===== config.mk =====
export PLATFORM = sky130hd
export DESIGN_NAME = ce_leak_top
export DESIGN_NICKNAME = d
export VERILOG_FILES = /design/src/rtl/ce_leak_pkg.sv /design/src/rtl/ce_leak_timer.sv /design/src/rtl/ce_leak_divider.sv /design/src/rtl/ce_err_counter.sv /design/src/rtl/ce_leak_top.sv
export SDC_FILE = /design/constraint.sdc
export NUM_CORES = 1
export LEC_CHECK = 0
export BUFFER_PORTS_ARGS = -buffer_cell sky130_fd_sc_hd__buf_2
export CORE_MARGIN = 2
export CORE_UTILIZATION = 60
export DETAILED_ROUTE_END_ITERATION = 8
export PLACE_DENSITY = 0.88
export SETUP_SLACK_MARGIN = 0.05
export SLEW_MARGIN = 20
export SYNTH_ARGS = -nofsm -noshare
export SYNTH_HDL_FRONTEND = slang
export SYNTH_SLANG_ARGS = --single-unit

===== constraint.sdc =====
create_clock -name clk -period 7.25 [get_ports clk]
set_input_delay 0.3625 -clock clk [delete_from_list [all_inputs] [get_ports clk]]
set_output_delay 0.3625 -clock clk [all_outputs]
set_load 0.03 [all_outputs]

===== src/rtl/ce_leak_pkg.sv =====
package ce_leak_pkg;
  localparam int DIV_W = 2;
  typedef logic [DIV_W-1:0] div_t;

  // strobes needed per leak pulse; code zero stands for four
  function automatic logic [DIV_W:0] div_need(input div_t code);
    if (code == '0) return (DIV_W+1)'(4);
    else            return {1'b0, code};
  endfunction
endpackage


===== src/rtl/ce_leak_timer.sv =====
module ce_leak_timer #(
  parameter int PRE_W = 11,
  parameter int HI_W  = 42
) (
  input  logic            clk,
  input  logic            rst,
  input  logic [HI_W-1:0] sel_a,
  input  logic [HI_W-1:0] sel_b,
  output logic            cfg_ok,
  output logic            strobe
);
  logic [PRE_W-1:0] pre_q;
  logic [HI_W-1:0]  hi_q;
  logic [HI_W-1:0]  hit_a, hit_b;
  logic             ok_a, ok_b;

  // exactly one bit set: nonzero and clearing the lowest set bit leaves nothing
  assign ok_a   = (|sel_a) && ~|(sel_a & (sel_a - HI_W'(1)));
  assign ok_b   = (|sel_b) && ~|(sel_b & (sel_b - HI_W'(1)));
  assign cfg_ok = ok_a && ok_b;

  for (genvar i = 0; i < HI_W; i++) begin : g_hit
    assign hit_a[i] = sel_a[i] & hi_q[i];
    assign hit_b[i] = sel_b[i] & hi_q[i];
  end

  assign strobe = cfg_ok && (|hit_a) && (|hit_b);

  always_ff @(posedge clk) begin
    if (rst || !cfg_ok || strobe) begin
      pre_q <= '0;
      hi_q  <= '0;
    end else begin
      pre_q <= pre_q + PRE_W'(1);
      if (&pre_q) hi_q <= hi_q + HI_W'(1);
    end
  end
endmodule


===== src/rtl/ce_leak_divider.sv =====
module ce_leak_divider
  import ce_leak_pkg::*;
(
  input  logic clk,
  input  logic rst,
  input  logic strobe,
  input  div_t leak_div,
  output logic leak_q
);
  div_t           div_q;
  logic [DIV_W-1:0] grp_q;
  logic [DIV_W:0]   need;
  logic             last;

  assign need = div_need(leak_div);
  assign last = ({1'b0, grp_q} == need - (DIV_W+1)'(1));

  always_ff @(posedge clk) begin
    if (rst) begin
      grp_q  <= '0;
      leak_q <= 1'b0;
      div_q  <= leak_div;
    end else begin
      div_q  <= leak_div;
      leak_q <= 1'b0;
      if (leak_div != div_q) begin
        grp_q <= '0;
      end else if (strobe) begin
        if (last) begin
          grp_q  <= '0;
          leak_q <= 1'b1;
        end else begin
          grp_q <= grp_q + DIV_W'(1);
        end
      end
    end
  end
endmodule


===== src/rtl/ce_err_counter.sv =====
module ce_err_counter #(
  parameter int CNT_W = 16
) (
  input  logic             clk,
  input  logic             rst,
  input  logic             inc,
  input  logic             dec,
  output logic [CNT_W-1:0] count
);
  localparam logic [CNT_W-1:0] TOP = '1;

  always_ff @(posedge clk) begin
    if (rst) begin
      count <= '0;
    end else begin
      case ({inc, dec})
        2'b10:   if (count != TOP) count <= count + CNT_W'(1);
        2'b01:   if (count != '0)  count <= count - CNT_W'(1);
        default: count <= count;
      endcase
    end
  end
endmodule


===== src/rtl/ce_leak_top.sv =====
module ce_leak_top #(
  parameter int PRE_W = 11,
  parameter int HI_W  = 42,
  parameter int CNT_W = 16
) (
  input  logic             clk,
  input  logic             rst,
  input  logic [HI_W-1:0]  sel_a,
  input  logic [HI_W-1:0]  sel_b,
  input  logic [1:0]       leak_div,
  input  logic             err_inc,
  output logic             leak_pulse,
  output logic [CNT_W-1:0] err_count
);
  logic cfg_ok;
  logic prim_strobe;

  ce_leak_timer #(.PRE_W(PRE_W), .HI_W(HI_W)) u_timer (
    .clk(clk), .rst(rst), .sel_a(sel_a), .sel_b(sel_b),
    .cfg_ok(cfg_ok), .strobe(prim_strobe)
  );

  ce_leak_divider u_div (
    .clk(clk), .rst(rst), .strobe(prim_strobe),
    .leak_div(leak_div), .leak_q(leak_pulse)
  );

  ce_err_counter #(.CNT_W(CNT_W)) u_cnt (
    .clk(clk), .rst(rst), .inc(err_inc), .dec(leak_pulse),
    .count(err_count)
  );
endmodule


After elaboration in Yosys (flattened, before gate mapping)
Index checks and enable logic that the tools add are counted.
{ "word_totals": {"register_bits": 74, "word_cells": 137} }
{ "op_classes": {"n_addsub": 8, "eq_ne": 7, "n_mux": 6, "n_bitwise": 87, "n_reduce_logical": 23} }
{ "op_table": {"columns": ["operator", "n"], "rows": [
  ["$reduce_or A42 Y1", 6],
  ["$and A1 B1 Y1", 84],
  ["$and A42 B42 Y42", 2],
  ["$sub A42 B1 Y42 const B", 2],
  ["$add A42 B1 Y42 const B", 1],
  ["$mux W16", 2],
  ["$pmux W16 S2", 1],
  ["$add A16 B1 Y16 const B", 1],
  ["$ne A16 B16 Y1 const B", 1],
  ["$reduce_bool A16 Y1", 1],
  ["$sub A16 B1 Y16 const B", 1],
  ["$add A11 B1 Y11 const B", 1],
  ["$reduce_and A11 Y1", 1],
  ["$logic_and A1 B1 Y1", 5],
  ["$ne A2 B1 Y1 const B", 2],
  ["$eq A2 B3 Y1", 1],
  ["$logic_not A1 Y1", 3],
  ["$mux W3", 1],
  ["$reduce_and A3 Y1", 1],
  ["$reduce_or A3 Y1", 1],
  ["$sub A3 B1 Y3 const B", 1],
  ["$add A2 B1 Y2 const B", 1],
  ["$eq A2 B1 Y1 const B", 1],
  ["$eq A2 B2 Y1 const B", 1],
  ["other kinds (8)", 9]
]} }

Depth between registers and ports, before layout
{ "logic_depth": {"ltp_word": 10, "depth_mapped": 13} }

By module
Synthesis repeated with hierarchy kept, for this count alone.
{ "hier_totals": {"hier_cells": 697, "hier_area_um2": 5834.3} }
{ "modules_own_cells": {"columns": ["mod", "n_inst", "cells_each", "area_per_inst_um2", "seq_area_each_um2"], "rows": [
  ["ce_leak_timer", 1, 502, 4317.9, 1061.0],
  ["ce_err_counter", 1, 174, 1303.8, 320.3],
  ["ce_leak_divider", 1, 21, 212.7, 100.1]
]} }

Worst setup path before layout
No wires, ideal clock.
{ "synth_path": {"path_kind": "input to register", "startpoint": "in sel_a[9]", "endpoint": "reg u_div.grp_q[1]", "setup_ns": 0.120, "arrival_time_ns": 3.367, "slack_ns": 3.763, "path_stages": 10, "cell_sequence": "or4_4 -> or4b_4 -> buf_6 -> or3_4 -> a221o_2 -> a2111oi_4 -> nand4_2 -> nor4_2 -> mux2i_1 -> o21ai_1"} }
{ "synth_between": {"elab_chain_cells": 8, "elab_cells_between_ends": 11} }
{ "synth_lines": {"columns": ["element", "line", "rtl"], "rows": [
  ["from (decl)", "ce_leak_top.sv:8", "input logic [HI_W-1:0] sel_a,"],
  ["$sub A42 B1 Y42", "ce_leak_timer.sv:18", "assign ok_a = (|sel_a) && ~|(sel_a & (sel_a - HI_W'(1)));"],
  ["$and A42 B42 Y42", "ce_leak_timer.sv:18", null],
  ["$reduce_or A42 Y1", "ce_leak_timer.sv:18", null],
  ["$logic_not A1 Y1", "ce_leak_timer.sv:18", null],
  ["$logic_and A1 B1 Y1", "ce_leak_timer.sv:18", null],
  ["$logic_and A1 B1 Y1", "ce_leak_timer.sv:20", "assign cfg_ok = ok_a && ok_b;"],
  ["$logic_and A1 B1 Y1 (*) (2 in a row)", "ce_leak_timer.sv:27", "assign strobe = cfg_ok && (|hit_a) && (|hit_b);"],
  ["to (signal assigned)", "ce_leak_divider.sv:33", "grp_q <= grp_q + DIV_W'(1);"],
  ["to (decl)", "ce_leak_divider.sv:11", "logic [DIV_W-1:0] grp_q;"]
]} }
Mark *: on every way between the ends. The rest lies on a longest branch, timed or not.
A chain may end at the register's enable or synchronous reset.

Final worst setup path
{ "layout_path": {"startpoint": "in sel_a[9]", "endpoint": "reg u_timer.hi_q[10]"} }
{ "layout_between": {"elab_chain_cells": 9, "elab_cells_between_ends": 14} }
{ "layout_lines": {"columns": ["element", "line", "rtl"], "rows": [
  ["$sub A42 B1 Y42", "ce_leak_timer.sv:18", null],
  ["$and A42 B42 Y42", "ce_leak_timer.sv:18", null],
  ["$reduce_or A42 Y1", "ce_leak_timer.sv:18", null],
  ["$logic_not A1 Y1", "ce_leak_timer.sv:18", null],
  ["$logic_and A1 B1 Y1", "ce_leak_timer.sv:18", null],
  ["$logic_and A1 B1 Y1", "ce_leak_timer.sv:20", null],
  ["$logic_not A1 Y1 / $logic_and A1 B1 Y1 (equally long branches)", "ce_leak_timer.sv:30, ce_leak_timer.sv:27", null],
  ["$logic_or A1 B1 Y1 / $logic_and A1 B1 Y1 (equally long branches)", "ce_leak_timer.sv:30, ce_leak_timer.sv:27", null],
  ["$logic_or A1 B1 Y1 (*)", "ce_leak_timer.sv:30", "if (rst || !cfg_ok || strobe) begin"],
  ["to (signal assigned)", "ce_leak_timer.sv:35", "if (&pre_q) hi_q <= hi_q + HI_W'(1);"],
  ["to (decl)", "ce_leak_timer.sv:13", "logic [HI_W-1:0] hi_q;"]
]} }
Marks and branches as above.

==> impl_metrics.tcl <==
set metrics [dict create \
    clk_path_buf_depth 2 \
    required_ps 7530 \
    row_count 34 \
    path_class "primary input to register" \
    htreeDepth 3 \
    fin_worst_skew_ps 15.1 \
    area_growth_pct 13.6 \
    synth.area.top_cells "dfxtp_1 27%, xor2_1 5.9%, nor2_1 5.7%" \
    synthTopCellsByCount "83 x nor2_1, 74 x dfxtp_1, 44 x nand2_1, 41 x nor2_2, 37 x xor2_1" \
    avgSynthCellArea_um2 8.03 \
    reg2reg_to "u_timer.hi_q[10]" \
    wl_per_cell_um 21.9 \
    initial_core_util_pct 62.6 \
    cts_root_buf "clkbuf_8" \
    async_reset_ff_share_pct 0 \
    drv_cap 0 \
    synth_cells 686 \
    clk_latency_ps 370 \
    cts_buffers 9 \
    min_path_type "primary input to register" \
    synth_flop_cell "dfxtp_1" \
    die_w_um 99.8 \
    pin_count 106 \
    grt_max_degree 54 \
    grt_overflow_total 0 \
    dieArea_um2 9970 \
    num_vias 6176 \
    fp.dieH_um 99.8 \
    yosysMostFrequentCell "nor2_1" \
    drv_slew 0 \
    path_max_fanout 53 \
    period_share_pct 62.3 \
    fmax_ghz 0.221 \
    grt_pass1_wl_um 30200 \
    grtUsageTotal_pct 39.3 \
    hold_viol 0 \
    ctsResizeCount 0 \
    synth_cell_types 74 \
    holdBufCountCts 0 \
    cp_slowest_stage_delay_ps 820 \
    ys_ff_latch 74 \
    wl_um 19700 \
    arrival_ps 4790 \
    crit_chain "buf_2 -> or4_4 -> or4b_4 -> o41ai_1 -> o2111ai_1 -> a2111oi_4 -> nand4_2 -> nor2_2 -> nand4b_4 -> nor2_1" \
    fillers 709 \
    setup_viol 0 \
    core_um2 8810 \
    synthesis.nets 794 \
    slowest_stage "nand4b_4" \
    tightest_slew_ps 1130 \
    post_cts_buffers 0 \
    cts.sinks 74 \
    viasPerCell 6.86 \
    portBuffers 105 \
    dp_hpwl_um 15400 \
    hold_end "u_div.div_q[1]" \
    max_slew_margin_pct 24.9 \
    worstHoldStart "leak_div[1]" \
    antenna_found_initial 0 \
    r2r_cells 6 \
    p_leak_nw 2.30 \
    synth_top_area_share_pct 26.9 \
    yosys_warnings 0 \
    whs_path_depth 1 \
    power_density_nw_per_um2 133 \
    ys_seq_area_share_pct 26.9 \
    drc 0 \
    status "completed" \
    first_pass_iters 5 \
    syn_area_um2 5510 \
    antenna_cells 0 \
    peakVddDrop_mv 0.143 \
    grt_pass1_vias 5756 \
    power_w 0.000835 \
    reg2reg_slack_ps 3780 \
    tritoncts "done" \
    drtIter0Drc 626 \
    setup.worst_path.end_class "register" \
    fin_tns_setup_ps 0 \
    postRouteAntennaNets 0 \
    cp_top_family "simple AND/OR/NAND/NOR gates" \
    nNetsFinal 895 \
    synth_enable_flop_cells 0 \
    rsz0062_at_grt "false" \
    start_kind "primary input" \
    place_congestion 1.18 \
    post-synth-top-area-cell "dfxtp_1" \
    r2r_start "u_timer.hi_q[31]" \
    final_layout_size_suffix_gt1_share_pct 24.0 \
    period_minus_slack_ps 4520 \
    worst-path-buf-inv 1 \
    clk_pin_slew_ps 80 \
]
==> metrics by stage <==
step           hold slack [ps]  util, %  worst slack [ps]  area (um^2)  std cells
6_report                   175     71.1              2730         6260        900
2_1_floorplan              390        -              3760         5510        686
3_5_place_dp               450     68.9              2540         6070        884
4_1_cts                    164     71.1              2900         6260        900
3_3_place_gp               440     68.9              2590         6070        884
5_1_grt                    167     71.1              2660         6260        900
==> worst max-delay path by stage <==
stage	start	end	slack [ps]	cells past startpoint
floorplan	sel_a[9]	u_div.grp_q[1]	3760	10
global placement	sel_a[9]	u_timer.pre_q[4]	2590	10
detailed placement	sel_a[9]	u_timer.pre_q[2]	2540	10
CTS	sel_a[9]	u_timer.pre_q[2]	2900	10
global route	sel_a[9]	u_timer.hi_q[10]	2660	10
finish	sel_a[9]	u_timer.hi_q[10]	2730	10
==> layout by cell type (no fill, tap or decap), types with 5 or more instances in the layout <==
master,Yosys,routed
buf_2,0,105
nor2_1,83,83
dfxtp_1,74,74
nand2_1,44,44
nor2_2,41,41
xor2_1,37,37
nand3_1,27,27
xnor2_1,27,27
a21oi_1,25,25
nand4_1,25,25
o21ai_0,24,24
nor3_1,24,24
nor4_1,22,22
a22oi_1,21,21
and3_1,19,19
ha_1,18,18
a221oi_1,13,13
a22o_1,12,12
inv_1,10,10
clkbuf_8,0,9
or3_1,8,8
mux2i_1,8,8
or2_2,7,7
o31ai_1,7,7
a211oi_1,6,6
maj3_1,5,5
or4_1,5,5
nand3b_1,5,5
==> where the power goes <==
group | total, W | leakage, nW | internal, W | switching, W
Clock | 0.000318 | 0.0991 | 0.000134 | 0.000184
Sequential | 0.000410 | 0.597 | 0.000408 | 0.00000177
Combinational | 0.000107 | 1.60 | 0.0000373 | 0.0000700
==> cell type report <==
cell class              instances  area, um^2  share of cell area (%)
clock buffers                   9         124                    1.98
clock inverters                 7        66.3                    1.06
inverters                      10        37.5                   0.600
multi-input cells             587        3890                    62.2
flip-flops and latches         74        1480                    23.7
well taps                     108         135                    2.16
repair buffers                105         526                    8.39
==> kinds of logic (layout without fill, tap and decap cells) <==
logic type	Yosys count	in the layout	share of synthesized area, %
fa+ha+maj	24	24	5.36
buf+inv	25	131	2.52
flops	74	74	26.9
mux	9	9	1.66
simple gates	347	347	34.5
compound gates	143	143	18.9
xor+xnor	64	64	10.2
==> flip-flops by register name (all words and copies together) (netlist names) <==
signal / flops
u_cnt.count: 16
u_div.div_q: 2
u_div.grp_q: 2
u_div.leak_q: 1
u_timer.hi_q: 42
u_timer.pre_q: 11
==> metal layers <==
| layer | share of wire [%] | vias to the layer above | GRT usage [%] |
|---|---|---|---|
| li1 | - | 2796 | - |
| met1 | 38 | 2893 | 48.0 |
| met2 | 46 | 393 | 65.1 |
| met3 | 11 | 94 | 10.5 |
| met4 | 4.8 | 0 | 17.1 |
| met5 | 0 | - | 3.08 |
==> worst reg2reg max path, stage by stage (launching register included) <==
cell and delay (ps):
dfxtp_1 410, a22o_1 230, a221oi_1 330, nand4_1 150
o31ai_1 890, nand4b_4 950, nor2_1 430
No activity file was read; power rests on OpenSTA's default activity.
